`src/rtl/vclip_pkg.sv`:
```
package vclip_pkg;
  localparam logic [1:0] PT_DATA = 2'd0;
  localparam logic [1:0] PT_HDR  = 2'd1;
  localparam logic [1:0] PT_CMT  = 2'd2;

  localparam logic [2:0] RI_X   = 3'd0;
  localparam logic [2:0] RI_Y   = 3'd1;
  localparam logic [2:0] RI_W   = 3'd2;
  localparam logic [2:0] RI_H   = 3'd3;
  localparam logic [2:0] RI_CMT = 3'd4;
  localparam logic [2:0] RI_IW  = 3'd5;
  localparam logic [2:0] RI_IH  = 3'd6;
  localparam logic [2:0] RI_FC  = 3'd7;
endpackage

```
`src/rtl/vclip_regs.sv`:
```
module vclip_regs
  import vclip_pkg::*;
#(
  parameter int DIM_W = 12,
  parameter int REG_W = 32,
  parameter int CNT_W = 16,
  parameter bit LITE  = 1'b0,
  parameter bit DEBUG = 1'b1
) (
  input  logic             clk,
  input  logic             rst_n,
  input  logic             reg_wr,
  input  logic             reg_rd,
  input  logic [2:0]       reg_idx,
  input  logic [REG_W-1:0] reg_wdata,
  output logic [REG_W-1:0] reg_rdata,
  input  logic             commit_pkt,
  input  logic             frame_start,
  input  logic [DIM_W-1:0] seen_w,
  input  logic [DIM_W-1:0] seen_h,
  output logic [DIM_W-1:0] shd_x,
  output logic [DIM_W-1:0] shd_y,
  output logic [DIM_W-1:0] shd_w,
  output logic [DIM_W-1:0] shd_h,
  output logic             pend,
  output logic [DIM_W-1:0] lite_w,
  output logic [DIM_W-1:0] lite_h
);
  logic [CNT_W-1:0] fcount;
  logic             set_pend;
  logic [DIM_W-1:0] rb_w, rb_h;
  logic [CNT_W-1:0] rb_fc;

  assign set_pend = (reg_wr && reg_idx == RI_CMT && reg_wdata[0]) || commit_pkt;

  always_ff @(posedge clk) begin
    if (!rst_n) begin
      shd_x  <= '0;
      shd_y  <= '0;
      shd_w  <= '1;
      shd_h  <= '1;
      pend   <= 1'b0;
      lite_w <= '0;
      lite_h <= '0;
      fcount <= '0;
    end else begin
      if (reg_wr) begin
        case (reg_idx)
          RI_X: shd_x <= reg_wdata[DIM_W-1:0];
          RI_Y: shd_y <= reg_wdata[DIM_W-1:0];
          RI_W: shd_w <= reg_wdata[DIM_W-1:0];
          RI_H: shd_h <= reg_wdata[DIM_W-1:0];
          RI_IW: if (LITE) lite_w <= reg_wdata[DIM_W-1:0];
          RI_IH: if (LITE) lite_h <= reg_wdata[DIM_W-1:0];
          default: ;
        endcase
      end
      if (set_pend)         pend <= 1'b1;
      else if (frame_start) pend <= 1'b0;
      if (frame_start) fcount <= fcount + 1'b1;
    end
  end

  generate
    if (LITE) begin : g_rb_lite
      assign rb_w = lite_w;
      assign rb_h = lite_h;
    end else if (DEBUG) begin : g_rb_dbg
      assign rb_w = seen_w;
      assign rb_h = seen_h;
    end else begin : g_rb_none
      assign rb_w = '0;
      assign rb_h = '0;
    end
    if (DEBUG || LITE) begin : g_fc
      assign rb_fc = fcount;
    end else begin : g_fc_none
      assign rb_fc = '0;
    end
  endgenerate

  always_ff @(posedge clk) begin
    if (!rst_n) begin
      reg_rdata <= '0;
    end else if (reg_rd) begin
      reg_rdata <= '0;
      case (reg_idx)
        RI_X:   reg_rdata[DIM_W-1:0] <= shd_x;
        RI_Y:   reg_rdata[DIM_W-1:0] <= shd_y;
        RI_W:   reg_rdata[DIM_W-1:0] <= shd_w;
        RI_H:   reg_rdata[DIM_W-1:0] <= shd_h;
        RI_CMT: reg_rdata[0]         <= pend;
        RI_IW:  reg_rdata[DIM_W-1:0] <= rb_w;
        RI_IH:  reg_rdata[DIM_W-1:0] <= rb_h;
        default: reg_rdata[CNT_W-1:0] <= rb_fc;
      endcase
    end
  end

  // a started field with no new request leaves nothing pending
  assert_commit_clear_R6: assert property (@(posedge clk) disable iff (!rst_n)
    (frame_start && !set_pend) |=> !pend);
  // a commit packet always leaves a commit pending
  assert_commit_pkt_R7: assert property (@(posedge clk) disable iff (!rst_n)
    commit_pkt |=> pend);
endmodule

```
`src/rtl/vclip_stream.sv`:
```
module vclip_stream
  import vclip_pkg::*;
#(
  parameter int DIM_W = 12,
  parameter int PIX_W = 32,
  parameter bit LITE  = 1'b0
) (
  input  logic             clk,
  input  logic             rst_n,
  input  logic             in_valid,
  output logic             in_ready,
  input  logic [PIX_W-1:0] in_data,
  input  logic             in_sop,
  input  logic             in_eop,
  input  logic [1:0]       in_type,
  output logic             out_valid,
  input  logic             out_ready,
  output logic [PIX_W-1:0] out_data,
  output logic             out_sop,
  output logic             out_eop,
  output logic [1:0]       out_type,
  input  logic [DIM_W-1:0] shd_x,
  input  logic [DIM_W-1:0] shd_y,
  input  logic [DIM_W-1:0] shd_w,
  input  logic [DIM_W-1:0] shd_h,
  input  logic             pend,
  input  logic [DIM_W-1:0] lite_w,
  input  logic [DIM_W-1:0] lite_h,
  output logic             frame_start,
  output logic             commit_pkt,
  output logic [DIM_W-1:0] seen_w,
  output logic [DIM_W-1:0] seen_h
);
  localparam int XW = DIM_W + 1;

  function automatic logic [DIM_W-1:0] clip_len(
    input logic [DIM_W-1:0] req, input logic [DIM_W-1:0] total, input logic [DIM_W-1:0] off);
    logic [DIM_W-1:0] room;
    room = (off >= total) ? '0 : total - off;
    return (req < room) ? req : room;
  endfunction

  function automatic logic in_span(
    input logic [DIM_W-1:0] pos, input logic [DIM_W-1:0] start, input logic [DIM_W-1:0] len);
    logic [XW-1:0] stop;
    stop = {1'b0, start} + {1'b0, len};
    return ({1'b0, pos} >= {1'b0, start}) && ({1'b0, pos} < stop);
  endfunction

  logic [DIM_W-1:0] act_x, act_y, act_rw, act_rh, act_ew, act_eh, fh_q;
  logic [DIM_W-1:0] col_q, line_q, col;
  logic [DIM_W-1:0] fr_w, fr_h, sel_x, sel_y, sel_w, sel_h, new_ew, new_eh;
  logic [DIM_W-1:0] cur_x, cur_y, cur_ew, cur_eh, cur_fh;
  logic             is_dat, is_hdr, is_cmt, fs_cand, keep, xfer, last_col;
  logic [PIX_W-1:0] hdr_out;

  always_comb begin
    is_dat  = (in_type == PT_DATA);
    is_hdr  = (in_type == PT_HDR);
    is_cmt  = (in_type == PT_CMT);
    fr_w    = LITE ? lite_w : in_data[DIM_W-1:0];
    fr_h    = LITE ? lite_h : in_data[2*DIM_W-1:DIM_W];
    fs_cand = LITE ? (in_valid && is_dat && in_sop && line_q == '0) : (in_valid && is_hdr);
    sel_x   = pend ? shd_x : act_x;
    sel_y   = pend ? shd_y : act_y;
    sel_w   = pend ? shd_w : act_rw;
    sel_h   = pend ? shd_h : act_rh;
    new_ew  = clip_len(sel_w, fr_w, sel_x);
    new_eh  = clip_len(sel_h, fr_h, sel_y);
    cur_x   = fs_cand ? sel_x  : act_x;
    cur_y   = fs_cand ? sel_y  : act_y;
    cur_ew  = fs_cand ? new_ew : act_ew;
    cur_eh  = fs_cand ? new_eh : act_eh;
    cur_fh  = fs_cand ? fr_h   : fh_q;
    col     = in_sop ? '0 : col_q;
    keep    = (is_hdr && !LITE) ||
              (is_dat && in_span(col, cur_x, cur_ew) && in_span(line_q, cur_y, cur_eh));
    last_col = ({1'b0, col} + 1'b1) == ({1'b0, cur_x} + {1'b0, cur_ew});
    hdr_out = '0;
    hdr_out[DIM_W-1:0]       = new_ew;
    hdr_out[2*DIM_W-1:DIM_W] = new_eh;
    hdr_out[2*DIM_W]         = in_data[2*DIM_W];
  end

  assign in_ready    = out_ready || !keep;
  assign xfer        = in_valid && in_ready;
  assign frame_start = fs_cand && in_ready;
  assign commit_pkt  = xfer && is_cmt;
  assign out_valid   = in_valid && keep;
  assign out_type    = in_type;
  assign out_data    = is_hdr ? hdr_out : in_data;
  assign out_sop     = is_hdr ? 1'b1 : (col == cur_x);
  assign out_eop     = is_hdr ? 1'b1 : last_col;

  always_ff @(posedge clk) begin
    if (!rst_n) begin
      act_x <= '0; act_y <= '0; act_rw <= '1; act_rh <= '1;
      act_ew <= '1; act_eh <= '1; fh_q <= '0;
      col_q <= '0; line_q <= '0; seen_w <= '0; seen_h <= '0;
    end else begin
      if (frame_start) begin
        act_x <= sel_x; act_y <= sel_y; act_rw <= sel_w; act_rh <= sel_h;
        act_ew <= new_ew; act_eh <= new_eh; fh_q <= fr_h;
        seen_w <= fr_w; seen_h <= fr_h;
      end
      if (xfer && is_hdr && !LITE) begin
        col_q  <= '0;
        line_q <= '0;
      end else if (xfer && is_dat) begin
        col_q <= in_eop ? '0 : col + 1'b1;
        if (in_eop)
          line_q <= (LITE && ({1'b0, line_q} + 1'b1) == {1'b0, cur_fh}) ? '0 : line_q + 1'b1;
      end
    end
  end

  // checker state: beats and lines actually delivered downstream
  logic [XW-1:0]    ocnt;
  logic [DIM_W-1:0] oline;
  logic             odat;
  assign odat = out_valid && out_ready && out_type == PT_DATA;
  always_ff @(posedge clk) begin
    if (!rst_n) begin
      ocnt <= '0; oline <= '0;
    end else begin
      if (out_valid && out_ready && out_type == PT_HDR) oline <= '0;
      else if (odat && out_eop) oline <= oline + 1'b1;
      if (odat) ocnt <= out_eop ? '0 : ocnt + 1'b1;
    end
  end

  // each delivered line holds exactly the effective width
  assert_line_width_R4: assert property (@(posedge clk) disable iff (!rst_n)
    (odat && out_eop) |-> (ocnt + 1'b1 == {1'b0, cur_ew}));
  // the start marker only opens a line
  assert_sop_first_R4: assert property (@(posedge clk) disable iff (!rst_n)
    (odat && out_sop) |-> (ocnt == '0));
  // never more lines than the effective height
  assert_line_count_R3: assert property (@(posedge clk) disable iff (!rst_n || LITE)
    odat |-> (oline < cur_eh));
  // rewritten header size never exceeds the incoming size
  assert_hdr_limit_R5: assert property (@(posedge clk) disable iff (!rst_n)
    (out_valid && out_type == PT_HDR) |->
      (out_data[DIM_W-1:0] <= in_data[DIM_W-1:0] &&
       out_data[2*DIM_W-1:DIM_W] <= in_data[2*DIM_W-1:DIM_W]));
  // a stalled kept beat is never consumed
  assert_no_loss_R11: assert property (@(posedge clk) disable iff (!rst_n)
    (out_valid && !out_ready) |-> !in_ready);
endmodule

```
`src/rtl/vid_clip.sv`:
```
module vid_clip
  import vclip_pkg::*;
#(
  parameter int DIM_W = 12,
  parameter int PIX_W = 32,
  parameter int REG_W = 32,
  parameter int CNT_W = 16,
  parameter bit LITE  = 1'b0,
  parameter bit DEBUG = 1'b1
) (
  input  logic             clk,
  input  logic             rst_n,
  input  logic             reg_wr,
  input  logic             reg_rd,
  input  logic [2:0]       reg_idx,
  input  logic [REG_W-1:0] reg_wdata,
  output logic [REG_W-1:0] reg_rdata,
  input  logic             in_valid,
  output logic             in_ready,
  input  logic [PIX_W-1:0] in_data,
  input  logic             in_sop,
  input  logic             in_eop,
  input  logic [1:0]       in_type,
  output logic             out_valid,
  input  logic             out_ready,
  output logic [PIX_W-1:0] out_data,
  output logic             out_sop,
  output logic             out_eop,
  output logic [1:0]       out_type
);
  initial begin
    assert (PIX_W >= 2 * DIM_W + 1) else $error("header does not fit in PIX_W");
    assert (REG_W >= CNT_W && CNT_W >= DIM_W) else $error("register width too small");
  end

  logic [DIM_W-1:0] shd_x, shd_y, shd_w, shd_h, lite_w, lite_h, seen_w, seen_h;
  logic             pend, frame_start, commit_pkt;

  vclip_regs #(.DIM_W(DIM_W), .REG_W(REG_W), .CNT_W(CNT_W), .LITE(LITE), .DEBUG(DEBUG)) u_regs (
    .clk(clk), .rst_n(rst_n), .reg_wr(reg_wr), .reg_rd(reg_rd), .reg_idx(reg_idx),
    .reg_wdata(reg_wdata), .reg_rdata(reg_rdata), .commit_pkt(commit_pkt),
    .frame_start(frame_start), .seen_w(seen_w), .seen_h(seen_h),
    .shd_x(shd_x), .shd_y(shd_y), .shd_w(shd_w), .shd_h(shd_h), .pend(pend),
    .lite_w(lite_w), .lite_h(lite_h));

  vclip_stream #(.DIM_W(DIM_W), .PIX_W(PIX_W), .LITE(LITE)) u_stream (
    .clk(clk), .rst_n(rst_n), .in_valid(in_valid), .in_ready(in_ready), .in_data(in_data),
    .in_sop(in_sop), .in_eop(in_eop), .in_type(in_type), .out_valid(out_valid),
    .out_ready(out_ready), .out_data(out_data), .out_sop(out_sop), .out_eop(out_eop),
    .out_type(out_type), .shd_x(shd_x), .shd_y(shd_y), .shd_w(shd_w), .shd_h(shd_h),
    .pend(pend), .lite_w(lite_w), .lite_h(lite_h), .frame_start(frame_start),
    .commit_pkt(commit_pkt), .seen_w(seen_w), .seen_h(seen_h));
endmodule

```
`config.mk`:
```
export PLATFORM = sky130hd
export DESIGN_NAME = vid_clip
export DESIGN_NICKNAME = d
export VERILOG_FILES = /design/src/rtl/vclip_pkg.sv /design/src/rtl/vclip_regs.sv /design/src/rtl/vclip_stream.sv /design/src/rtl/vid_clip.sv
export SDC_FILE = /design/constraint.sdc
export NUM_CORES = 1
export LEC_CHECK = 0
export ABC_CLOCK_PERIOD_IN_PS = 11800
export CORE_UTILIZATION = 61
export CTS_BUF_LIST = sky130_fd_sc_hd__clkbuf_8
export CTS_CLUSTER_DIAMETER = 30
export DETAILED_ROUTE_END_ITERATION = 8
export DONT_BUFFER_PORTS = 1
export PLACE_DENSITY_LB_ADDON = 0.3
export SETUP_SLACK_MARGIN = 0.15
export SYNTH_ARGS = -nofsm -noshare
export SYNTH_HDL_FRONTEND = slang
export SYNTH_HIERARCHICAL = 1
export SYNTH_SLANG_ARGS = --single-unit
```
`constraint.sdc`:
```
create_clock -name clk -period 11.8 [get_ports clk]
set_input_delay 2.36 -clock clk [delete_from_list [all_inputs] [get_ports clk]]
set_output_delay 2.36 -clock clk [all_outputs]
set_load 0.01 [all_outputs]
```
==> flow_summary.json <==
{
  "clock_sinks": 201,
  "postSynthCellCount": 1802,
  "fmaxAchievable_mhz": 86.98,
  "slowest_stage": "a2111o_1",
  "dp_hpwl_um": 29420,
  "synth.cell_area_sq_um": 14380,
  "drt_iter0_drc": 1251,
  "postRouteAntennaNets": 0,
  "worstPathArrival_ps": 9140,
  "place.gp.congestion": 0.9429,
  "num_vias": 13310,
  "hold_slack_ps": 452.3,
  "diodes": 0,
  "antenna_found_initial": 0,
  "met1_length_um": 17340,
  "cp_max_fo": 5,
  "holdBufCountCts": 0,
  "io_pins": 147,
  "cts_buffers": 46,
  "startpoint_type": "primary input",
  "wl_met3_um": 3360,
  "crit_path_end_kind": "output port",
  "start_util": 0.6295,
  "dr_wl_met2_um": 18890,
  "portBuffers": 0,
  "hold_path.class": "register to register",
  "path_clk_slew_ps": 50,
  "cpMostUsedCell": "a21o_1",
  "peakVddDrop_v": 0.00009808,
  "grt_max_degree": 138,
  "top_layer_used": "met4",
  "avgSynthCellArea_sq_um": 7.981,
  "required_ps": 9440,
  "status": "finished clean",
  "place_area_sq_um": 14570,
  "period_minus_slack_ps": 11500,
  "hold_viol": 0,
  "final_nets": 1999,
  "final.period_utilization": 0.9743,
  "report.final.slew_viol_count": 0,
  "drive_gt1_frac": 0.1305,
  "grt_first_pass_wirelength_um": 62870,
  "worst_pin_slew_ps": 1090,
  "cap_viol_max_count": 0,
  "power.total_w": 0.002082,
  "design_area_sq_um": 16000,
  "design.die.area_sq_um": 24190,
  "die_x_um": 155.5,
  "p_leak_nw": 7.036,
  "drt_wl_total_um": 41270,
  "relSlewSlack": 0.2730,
  "drt-pass1-iter-count": 5,
  "rsz0062_at_grt": "false",
  "mostFrequentLayoutCell": "nand2_1",
  "grt_use_total": 0.3274,
  "pre_cts_slack_ps": -144.8,
  "reg_top3": "u_regs/fcount x16, u_regs/reg_rdata x16",
  "wl_per_cell_um": 19.25,
  "finalClockSkew_ps": 21.83,
  "final_cell_mix": "336 x nand2_1, 200 x dfxtp_1, 116 x ha_1, 93 x a21oi_1, 82 x o21ai_0",
  "die_h_um": 155.5,
  "cts_max_level": 2,
  "p_per_area_nw_per_um2": 130.1,
  "clockBufferDepth": 3,
  "ys_warn_count": 6,
  "clock_latency_ps": 580,
  "core_area_sq_um": 22850,
  "core.rowCount": 55,
  "drcViolationCount": 0,
  "overflow": 0,
  "grt_pass1_vias": 12120,
  "slowest_delay_ps": 430,
  "cts_tree": "done",
  "worst_slack_ps": 302.8,
  "path_class": "primary input to output port",
  "setup-violations-final": 0,
  "root_buffer": "clkbuf_8",
  "syn_to_final_growth_pct": 11.24,
  "via_per_inst": 6.208
}
[critical path: cells and delay by family]
family                     cells  cell delay [ps]
AOI/OAI and AO/OA             15             3200
adders and majority gates      5             1340
and+or+nand+nor                7             1490
muxes                          1              320
xor gates and xnor gates       1              220
buffers and inverters          3              190
[per-stage QoR]
step	std cells	util	setup TNS [ps]
6_report	2144	0.7002	0
5_1_grt	2144	0.7002	0
4_1_cts	2132	0.6847	0
3_5_place_dp	2049	0.6377	-211.7
3_3_place_gp	2049	0.6377	-16.02
2_1_floorplan	1817	-	0
[where the power goes]
| group | internal, W | switching (W) | total [W] |
|---|---|---|---|
| registers | 0.000698 | 0.0000182 | 0.000716 |
| logic | 0.000210 | 0.000264 | 0.000475 |
| clock network | 0.000534 | 0.000357 | 0.000891 |
| total | 0.00144 | 0.000639 | 0.00208 |
[final cells by class]
class	instances	area, sq um
Fill cell	1813	6849
Clock inverter	29	301.5
Multi-Input combinational cell	1414	9821
Tap cell	313	391.6
Sequential cell	201	4025
Clock buffer	54	743.2
Inverter	81	305.3
Timing Repair Buffer	52	410.4
[final timing paths]
path	startpoint	end	slack, ps	depth (start not counted)
worst max-delay path	in_data[0]	out_valid	300	32
worst min-delay path	u_stream/col_q[10]	u_stream/col_q[10]	450	2
worst max register to register	u_regs/pend	u_stream/col_q[6]	2740	36
worst min register to register	u_stream/col_q[10]	u_stream/col_q[10]	450	2
[timing repair]
item                                   in CTS  in global routing
pin swaps                                   3                 44
setup endpoints to repair                   2                  3
gates resized for setup                    11                 64
endpoints found under the hold margin       0                  0
gates cloned                                0                  0
buffers inserted                            0                 12
[per-layer routing]
metal / GRT usage / up-vias
li1: - / 6363
met1: 0.4278 / 6240
met2: 0.5291 / 584
met3: 0.05694 / 122
met4: 0.1447 / 0
met5: 0 / -
Power figures use the tool's default switching activity.
